==> src/rtl/cbm_pkg.sv <==
package cbm_pkg;
   typedef enum logic [1:0] {
      SCH_NONE   = 2'd0,
      SCH_SLOT16 = 2'd1,
      SCH_WIN8   = 2'd2,
      SCH_BASE16 = 2'd3
   } scheme_e;

   localparam int unsigned PAGE16_BITS = 14;
   localparam int unsigned PAGE8_BITS  = 13;
   localparam int unsigned WRAM_AW     = 13;
   localparam logic [15:0] FIXED_TOP   = 16'h0400;
   // bits a slot-16K control write may legally carry
   localparam logic [7:0]  CTL_LEGAL   = 8'h8C;
endpackage

==> src/rtl/cbm_detect.sv <==
module cbm_detect
   import cbm_pkg::*;
(
   input  logic        clk,
   input  logic        rst_n,
   input  logic        wr,
   input  logic [15:0] addr,
   input  logic [7:0]  wdata,
   output scheme_e     scheme,
   output logic        acc_slot16,
   output logic        acc_win8,
   output logic        acc_base16
);
   scheme_e scheme_q, cand;
   logic    hit_s16, hit_w8, hit_b16, data_nz, any_nz;

   assign hit_s16 = (addr[15:3] == 13'h1FFF);
   assign hit_w8  = (addr[15:2] == 14'h0);
   assign hit_b16 = (addr[13:0] == 14'h0 && addr[15:14] != 2'b11) || (addr == 16'hA000);
   assign data_nz = |wdata;
   assign any_nz  = data_nz || (|addr);

   always_comb begin
      cand = scheme_q;
      if (wr && scheme_q == SCH_NONE) begin
         if (hit_s16 && data_nz)     cand = SCH_SLOT16;
         else if (hit_w8 && any_nz)  cand = SCH_WIN8;
         else if (hit_b16 && any_nz) cand = SCH_BASE16;
      end
   end

   assign acc_slot16 = wr && hit_s16 && cand == SCH_SLOT16;
   assign acc_win8   = wr && hit_w8  && cand == SCH_WIN8;
   assign acc_base16 = wr && hit_b16 && cand == SCH_BASE16;

   always_ff @(posedge clk or negedge rst_n) begin
      if (!rst_n) scheme_q <= SCH_NONE;
      else        scheme_q <= cand;
   end

   assign scheme = scheme_q;


   scheme_lock_chk: assert property (@(posedge clk) disable iff (!rst_n)
      (scheme_q != SCH_NONE) |=> (scheme_q == $past(scheme_q)));


   zero_no_detect_chk: assert property (@(posedge clk) disable iff (!rst_n)
      (scheme_q == SCH_NONE && wr && wdata == 8'h00 && addr[15:3] == 13'h1FFF)
      |=> (scheme_q == SCH_NONE));
endmodule

==> src/rtl/cbm_bank_regs.sv <==
module cbm_bank_regs
   import cbm_pkg::*;
#(
   parameter int unsigned BANK_W = 5
)(
   input  logic                   clk,
   input  logic                   rst_n,
   input  logic                   acc_slot16,
   input  logic                   acc_win8,
   input  logic                   acc_base16,
   input  logic [15:0]            addr,
   input  logic [7:0]             wdata,
   output logic [2:0][BANK_W-1:0] sg_bank,
   output logic                   ram_en,
   output logic                   ram_bank,
   output logic [3:0][BANK_W:0]   w8_bank,
   output logic [2:0][BANK_W-1:0] b16_bank,
   output logic                   anomaly
);
   localparam int unsigned W8_W = BANK_W + 1;

   logic       ctl_wr;
   logic [1:0] b16_idx;

   assign ctl_wr  = acc_slot16 && addr[2:0] == 3'd4;
   assign b16_idx = (addr == 16'hA000) ? 2'd2 : addr[15:14];

   // slot-16K bank registers at 0xFFFD..0xFFFF, and base-16K slots
   for (genvar s = 0; s < 3; s++) begin : g_slot
      logic [BANK_W-1:0] sg_q, b16_q;
      always_ff @(posedge clk or negedge rst_n) begin
         if (!rst_n) begin
            sg_q  <= BANK_W'(s);
            b16_q <= BANK_W'(s);
         end else begin
            if (acc_slot16 && addr[2:0] == 3'(5 + s)) sg_q <= wdata[BANK_W-1:0];
            if (acc_base16 && b16_idx == 2'(s))       b16_q <= wdata[BANK_W-1:0];
         end
      end
      assign sg_bank[s]  = sg_q;
      assign b16_bank[s] = b16_q;
   end

   // window-8K registers at 0x0000..0x0003
   for (genvar w = 0; w < 4; w++) begin : g_win
      localparam int unsigned RST = (w < 2) ? w + 4 : w;
      logic [W8_W-1:0] w8_q;
      always_ff @(posedge clk or negedge rst_n) begin
         if (!rst_n)                             w8_q <= W8_W'(RST);
         else if (acc_win8 && addr[1:0] == 2'(w)) w8_q <= wdata[W8_W-1:0];
      end
      assign w8_bank[w] = w8_q;
   end

   always_ff @(posedge clk or negedge rst_n) begin
      if (!rst_n) begin
         ram_en   <= 1'b0;
         ram_bank <= 1'b0;
         anomaly  <= 1'b0;
      end else begin
         anomaly <= ctl_wr && |(wdata & ~CTL_LEGAL);
         if (ctl_wr) begin
            ram_en   <= wdata[3];
            ram_bank <= wdata[2];
         end
      end
   end


   anomaly_src_chk: assert property (@(posedge clk) disable iff (!rst_n)
      anomaly |-> $past(acc_slot16 && addr == 16'hFFFC));
endmodule

==> src/rtl/cbm_xlate.sv <==
module cbm_xlate
   import cbm_pkg::*;
#(
   parameter int unsigned ROM_AW       = 19,
   parameter int unsigned BANK_W       = 5,
   parameter bit          HAS_CART_RAM = 1'b1
)(
   input  logic                   clk,
   input  logic                   rst_n,
   input  logic [15:0]            addr,
   input  scheme_e                scheme,
   input  logic [2:0][BANK_W-1:0] sg_bank,
   input  logic                   ram_en,
   input  logic                   ram_bank,
   input  logic [3:0][BANK_W:0]   w8_bank,
   input  logic [2:0][BANK_W-1:0] b16_bank,
   output logic [ROM_AW-1:0]      rom_addr,
   output logic                   rom_sel,
   output logic                   cram_sel,
   output logic                   cram_bank,
   output logic                   wram_sel
);
   logic       ram_live;
   logic [1:0] slot, widx;

   if (HAS_CART_RAM) begin : g_cram
      assign ram_live = ram_en;
   end else begin : g_nocram
      assign ram_live = 1'b0;
   end

   assign slot = addr[15:14];
   // windows 0x4000/0x6000/0x8000/0xA000 use registers 2/3/0/1
   assign widx = 2'(addr[15:13] - 3'd2) ^ 2'b10;

   always_comb begin
      rom_addr  = '0;
      cram_sel  = 1'b0;
      cram_bank = 1'b0;
      wram_sel  = 1'b0;
      if (slot == 2'b11) begin
         wram_sel = 1'b1;
      end else begin
         unique case (scheme)
            SCH_WIN8: begin
               if (slot == 2'b00) rom_addr = ROM_AW'(addr[13:0]);
               else               rom_addr = {w8_bank[widx], addr[PAGE8_BITS-1:0]};
            end
            SCH_BASE16: begin
               case (slot)
                  2'd0:    rom_addr = {b16_bank[0], addr[PAGE16_BITS-1:0]};
                  2'd1:    rom_addr = {b16_bank[1], addr[PAGE16_BITS-1:0]};
                  default: rom_addr = {b16_bank[2], addr[PAGE16_BITS-1:0]};
               endcase
            end
            default: begin
               if (addr < FIXED_TOP) begin
                  rom_addr = ROM_AW'(addr[9:0]);
               end else if (slot == 2'd2 && ram_live) begin
                  cram_sel  = 1'b1;
                  cram_bank = ram_bank;
               end else begin
                  case (slot)
                     2'd0:    rom_addr = {sg_bank[0], addr[PAGE16_BITS-1:0]};
                     2'd1:    rom_addr = {sg_bank[1], addr[PAGE16_BITS-1:0]};
                     default: rom_addr = {sg_bank[2], addr[PAGE16_BITS-1:0]};
                  endcase
               end
            end
         endcase
      end
   end

   assign rom_sel = !wram_sel && !cram_sel;


   lowkb_fixed_chk: assert property (@(posedge clk) disable iff (!rst_n)
      ((scheme == SCH_NONE || scheme == SCH_SLOT16) && addr < FIXED_TOP)
      |-> (rom_sel && rom_addr == ROM_AW'(addr)));


   sel_onehot_chk: assert property (@(posedge clk) disable iff (!rst_n)
      $countones({rom_sel, cram_sel, wram_sel}) == 1);


   cram_window_chk: assert property (@(posedge clk) disable iff (!rst_n)
      cram_sel |-> (addr[15:14] == 2'b10 && scheme != SCH_WIN8 && scheme != SCH_BASE16));
endmodule

==> src/rtl/cart_bank_mapper.sv <==
module cart_bank_mapper
   import cbm_pkg::*;
#(
   parameter int unsigned ROM_AW       = 19,
   parameter bit          HAS_CART_RAM = 1'b1
)(
   input  logic              clk,
   input  logic              rst_n,
   input  logic              cpu_wr,
   input  logic [15:0]       cpu_addr,
   input  logic [7:0]        cpu_wdata,
   output logic [ROM_AW-1:0] rom_addr,
   output logic              rom_sel,
   output logic              cram_sel,
   output logic              cram_bank,
   output logic              wram_sel,
   output logic              wram_we,
   output logic [12:0]       wram_addr,
   output logic [1:0]        scheme,
   output logic              ctl_anomaly
);
   localparam int unsigned BANK_W = ROM_AW - PAGE16_BITS;

   if (ROM_AW < 15 || ROM_AW > 21) begin : g_bad_rom_aw
      $error("cart_bank_mapper: ROM_AW must lie in 15..21");
   end

   scheme_e                 sch;
   logic                    acc_s16, acc_w8, acc_b16;
   logic [2:0][BANK_W-1:0]  sg_bank, b16_bank;
   logic [3:0][BANK_W:0]    w8_bank;
   logic                    ram_en, ram_bank;

   cbm_detect u_detect (
      .clk        (clk),
      .rst_n      (rst_n),
      .wr         (cpu_wr),
      .addr       (cpu_addr),
      .wdata      (cpu_wdata),
      .scheme     (sch),
      .acc_slot16 (acc_s16),
      .acc_win8   (acc_w8),
      .acc_base16 (acc_b16)
   );

   cbm_bank_regs #(.BANK_W(BANK_W)) u_regs (
      .clk        (clk),
      .rst_n      (rst_n),
      .acc_slot16 (acc_s16),
      .acc_win8   (acc_w8),
      .acc_base16 (acc_b16),
      .addr       (cpu_addr),
      .wdata      (cpu_wdata),
      .sg_bank    (sg_bank),
      .ram_en     (ram_en),
      .ram_bank   (ram_bank),
      .w8_bank    (w8_bank),
      .b16_bank   (b16_bank),
      .anomaly    (ctl_anomaly)
   );

   cbm_xlate #(.ROM_AW(ROM_AW), .BANK_W(BANK_W), .HAS_CART_RAM(HAS_CART_RAM)) u_xlate (
      .clk       (clk),
      .rst_n     (rst_n),
      .addr      (cpu_addr),
      .scheme    (sch),
      .sg_bank   (sg_bank),
      .ram_en    (ram_en),
      .ram_bank  (ram_bank),
      .w8_bank   (w8_bank),
      .b16_bank  (b16_bank),
      .rom_addr  (rom_addr),
      .rom_sel   (rom_sel),
      .cram_sel  (cram_sel),
      .cram_bank (cram_bank),
      .wram_sel  (wram_sel)
   );

   assign scheme    = sch;
   assign wram_we   = cpu_wr && cpu_addr[15:14] == 2'b11;
   assign wram_addr = cpu_addr[WRAM_AW-1:0];


   wram_we_sel_chk: assert property (@(posedge clk) disable iff (!rst_n)
      wram_we |-> (wram_sel && !rom_sel));
endmodule

==> config.mk <==
export PLATFORM = sky130hd
export DESIGN_NAME = cart_bank_mapper
export DESIGN_NICKNAME = d
export VERILOG_FILES = /design/src/rtl/cbm_pkg.sv /design/src/rtl/cbm_detect.sv /design/src/rtl/cbm_bank_regs.sv /design/src/rtl/cbm_xlate.sv /design/src/rtl/cart_bank_mapper.sv
export SDC_FILE = /design/constraint.sdc
export NUM_CORES = 1
export LEC_CHECK = 0
export ABC_AREA = 1
export BUFFER_PORTS_ARGS = -buffer_cell sky130_fd_sc_hd__buf_2
export CAP_MARGIN = 15
export CORE_MARGIN = 2
export CORE_UTILIZATION = 45
export CTS_CLUSTER_DIAMETER = 30
export DETAILED_ROUTE_END_ITERATION = 7
export PLACE_DENSITY = 0.66
export SLEW_MARGIN = 25
export SYNTH_ARGS = -nofsm -noshare
export SYNTH_HDL_FRONTEND = slang
export SYNTH_SLANG_ARGS = --single-unit
==> constraint.sdc <==
create_clock -name clk -period 4.1 [get_ports clk]
set_clock_uncertainty 0.15 [all_clocks]
set_input_delay 0.82 -clock clk [delete_from_list [all_inputs] [get_ports clk]]
set_output_delay 0.82 -clock clk [all_outputs]
set_load 0.02 [all_outputs]
Word-level counts from Yosys, hierarchy flattened
Index checks and enable logic that the tools add are counted.

storage, ports and cells
  bits in registers = 59
  logic and storage cells = 101
  input port bits = 27

cells by class
  $add $sub $neg = 1
  bitwise logic cells = 1
  order comparisons = 2
  reduce and logical (&&, ||, !) cells = 40
  eq/ne operators = 20
  mux-type cells = 23

operators with widths
  operator                number
  $pmux W19 S2            3
  $mux W19                4
  $logic_not A14 Y1       2
  $logic_and A1 B1 Y1     26
  $eq A2 B2 Y1 const B    9
  $eq A16 B16 Y1 const B  1
  $lt A16 B11 Y1 const B  1
  $reduce_or A16 Y1       1
  $eq A13 B13 Y1 const B  1
  $bmux W6 S2             1
  $eq A3 B3 Y1 const B    4
  $mux W2                 5
  $mux W1                 9
  $eq A2 B1 Y1 const B    4
  $logic_not A2 Y1        4
  $reduce_or A8 Y1        1
  $mux W6                 1
  $reduce_or A5 Y1        1
  $lt A2 B3 Y1 const B    1
  $logic_not A1 Y1        2
  $logic_or A1 B1 Y1      2
  $ne A2 B2 Y1 const B    1
  $reduce_or A2 Y1        1
  $sub A2 B2 Y2 const B   1
  $not A1 Y1              1

Depth between registers and ports, before layout
  word-level depth = 12
  mapped depth = 14

Modules after synthesis
Synthesis repeated with hierarchy kept, for this count alone.

second synthesis, totals
  cells, all modules = 523
  area, all modules = 3604.7 sq um

modules (own cells, without submodules)
  module            area each (sq um)  cells an instance  instances  sequential area each (sq um)
  cbm_bank_regs     2321.0             263                1          1438.9
  cbm_xlate         783.3              173                1          0.0
  cbm_detect        389.1              71                 1          50.0
  cart_bank_mapper  111.4              16                 1          0.0

Worst setup path after synthesis
Ideal clock, no wire load.

  path type = input-to-output
  start point = in cpu_addr[14]
  end point = out rom_addr[15]
  arrival time = 2387 ps
  buffers on the path = 2
  required time = 3130 ps
  cell stages on the path = 7
  slack = 743 ps
  cells stage by stage = buf_2 > nor2_2 > clkbuf_1 > o21ai_0 > o221ai_1 > nand2_1 > nor4_1

on the way
  word-level cells in the longest chain between the ends = 7

RTL lines
  item                                                    RTL line                RTL
  start, declared                                         cart_bank_mapper.sv:10  input logic [15:0] cpu_addr,
  branches (longest 6 deep; another with $lt A16 B11 Y1)  -
  $mux W19 (*)                                            cbm_xlate.sv:41         if (slot == 2'b11) begin
  end, declared                                           cart_bank_mapper.sv:12  output logic [ROM_AW-1:0] rom_addr,

Mark *: on every way between the ends. The select of a mux whose other input is x is not followed.

Worst setup path in the final report
  start point = in cpu_addr[15]
  end point = out rom_addr[16]

on the way
  word-level cells in the longest chain between the ends = 6

RTL lines
  item                                                    RTL line
  branches (longest 5 deep; another with $lt A16 B11 Y1)  -
  $mux W19 (*)                                            cbm_xlate.sv:41

Mark *: on every way between the ends.

==> results by group <==
Run status
  – Status: completed

Clocking
  – Deepest clock path buffer count: 2
  – TritonCTS clock tree: built
  – H-tree depth: 3
  – Post-CTS Resized: 0
  – Root buf cell: clkbuf_8
  – Clock latency on the worst-skew pair: 0.33 ns
  – Reg clk slew, reported paths: 0.06 ns
  – Post-CTS Setup Inserts: 0
  – CTS Hold Bufs: 0
  – Clock sinks: 59
  – CTS Buf Count: 9

Placement
  – PortBufs: 66
  – HPWL Detailed: 7.56 mm
  – Routability cong.: 0.895
  – Place WS: 0.697 ns

Timing
  – Fin Setup TNS: 0 ns
  – Fin. max-slew vios: 0
  – Final hold slack: 0.318 ns
  – Slew margin rel.: 58.9%
  – PnR worst setup slack: 0.617 ns
  – Hold Violations, Final: 0
  – Slew @ Worst Pin: 0.616 ns
  – Final min period: 3.48 ns
  – Final setup fails: 0
  – Final period util: 84.9%
  – Achievable Freq: 287 MHz
  – RSZ-0062 raised after global routing: no

Routing
  – Remaining routing DRC violations: 0
  – Antenna viol nets, final: 0
  – Initial DRC Count: 246
  – Via count: 3445
  – WL/cell: 16.4 µm
  – Total iterations of the first detailed-routing run: 5
  – Drt total wl: 10.1 mm
  – Vias per inst: 5.58

Layout
  – Layout cell share with drive strength beyond 1: 22.6%
  – Commonest non-fill, non-tap cell in the layout: nand2_1
  – Final nets: 540
  – Ant diodes: 0
  – Most frequent cells in the layout: nand2_1 (155), buf_2 (66), nor2_1 (53)
  – Area Overhead vs Synth: 15.2%

Yosys
  – Yosys reg bits: 59
  – Yosys top cell area share: 35.8%
  – Top post-synthesis cells by area: dfrtp_1 (36%), nand2_1 (17%), dfstp_2 (7.7%)
  – Post-synth top flop: dfrtp_1
  – Netlist cell types: 30
  – Synthesized area: 3420 µm²
  – Post-synth net total: 489
  – Ys async rst share: 100%
  – Sequential area share after synthesis: 43.5%
  – Synth warn: 0
  – Average cell area after synthesis: 7.41 µm²
  – Area leader, netlist: dfrtp_1
  – Post-synth EDFFs: 0
  – Post-Syn Instances: 462

Worst hold path
  – Worst hold path class: flop to flop

Global route
  – Initial antenna violation count: 0
  – Vias in the first global route: 3198
  – Total GRT Usage: 25.6%
  – Largest net degree at the start of global routing: 34
  – Grt ovf: 0
  – First-pass GRT wire length: 16.5 mm

Critical path
  – Kind of critical path: primary input to primary output
  – WP data required: 3.13 ns
  – Worst EP arrival: 2.51 ns
  – Crit-path max FO: 13
  – Critical path startpoint category: primary input
  – Worst setup EP type: primary output

Die
  – Initial core utilization: 47.0%
  – Die ar.: 8320 µm²
  – Die height: 91.2 µm
  – I/O pin count: 67
  – Core area: 7290 µm²
  – Die Wd: 91.2 µm
  – Rows: 31

Power and ir drop
  – Power Density: 323 nW/µm²
  – LEAKAGE: 0.00204 µW
  – Maximum vdd drop: 0.189 mV
  – Total Power: 1270 µW

Job
  – Max-cap viol count: 0
==> synth_stat cells, types with 3 or more instances <==
| master | number |
|---|---|
| nor3_1 | 5 |
| clkbuf_1 | 6 |
| o21ai_1 | 5 |
| o21ai_0 | 22 |
| nor4_1 | 3 |
| dfrtp_1 | 49 |
| buf_2 | 12 |
| buf_4 | 14 |
| a21oi_1 | 4 |
| nand4_1 | 40 |
| inv_1 | 29 |
| dfstp_2 | 10 |
| nor2_1 | 53 |
| nor2_2 | 3 |
| a221oi_1 | 6 |
| nand3_2 | 3 |
| nand2_1 | 155 |
| nand3_1 | 20 |
| nand2_2 | 4 |
| a21oi_4 | 3 |
==> critical path: stages <==
cell and delay, ns:
buf_2 0.26, inv_2 0.07, nor2_2 0.26, buf_4 0.23, o21ai_0 0.09, o221a_2 0.23
nor4_1 0.29, buf_2 0.24
==> state kept, by name, summed over array words and instances, names as in the netlist <==
name	count
u_regs.g_win.w8_q	24
u_regs.g_slot.b16_q	15
u_detect.scheme	2
u_regs.ram_en	1
u_regs.ram_bank	1
u_regs.anomaly	1
u_regs.g_slot.sg_q	15
==> per-stage QoR <==
stage                     area [µm²]  utilization (%)  instances
after floorplan                 3420                -        462
after global placement          3740             51.2        601
after detailed placement        3740             51.2        601
after CTS                       3940             54.1        617
after global routing            3940             54.1        617
final                           3940             54.1        617
==> path summary, 6_finish.rpt <==
check,start,end,slack [ns],cells after the start
setup / recovery,cpu_addr[15],rom_addr[16],0.62,8
hold / removal,u_regs.g_slot[2].b16_q[3],u_regs.g_slot[2].b16_q[3],0.32,2
setup reg to reg,u_detect.scheme[0],u_regs.g_win[1].w8_q[5],1.89,8
hold reg to reg,u_regs.g_slot[2].b16_q[3],u_regs.g_slot[2].b16_q[3],0.32,2
max in group asynchronous,rst_n,u_regs.g_slot[1].sg_q[0],2.54,2
min in group asynchronous,rst_n,u_regs.anomaly,0.34,1
==> per-layer routing <==
metal | share of wire (%) | track usage (%) | vias to the layer above | wire length [µm]
met3 | 7.8 | 4.40 | 21 | 792
met4 | 2.4 | 9.22 | 0 | 240
li1 | - | - | 1629 | -
met2 | 46 | 40.2 | 159 | 4670
met1 | 44 | 35.6 | 1636 | 4440
met5 | 0 | 0 | - | 0
==> layout make-up <==
class,count,area (µm²)
multi-input cells,338,1620
inverters,33,124
flip-flops and latches,59,1490
repair buffers,72,375
clock inverters,2,35.0
fillers,739,3350
well taps,99,124
clock buffers,14,173
==> kinds of logic after synthesis <==
logic type             after synthesis  share of synthesized area, %
AND/OR/NAND/NOR                    289                          37.6
buffers and inverters               65                          9.10
flip-flops                          59                          43.5
AO/OA/AOI/OAI                       49                          9.79
==> where the power goes <==
group | internal [µW] | total, µW | switching, µW
combinational | 34.4 | 136 | 102
sequential | 583 | 583 | 0.0351
clock | 330 | 555 | 225
total | 947 | 1270 | 327
No activity file was read; power rests on OpenSTA's default activity.
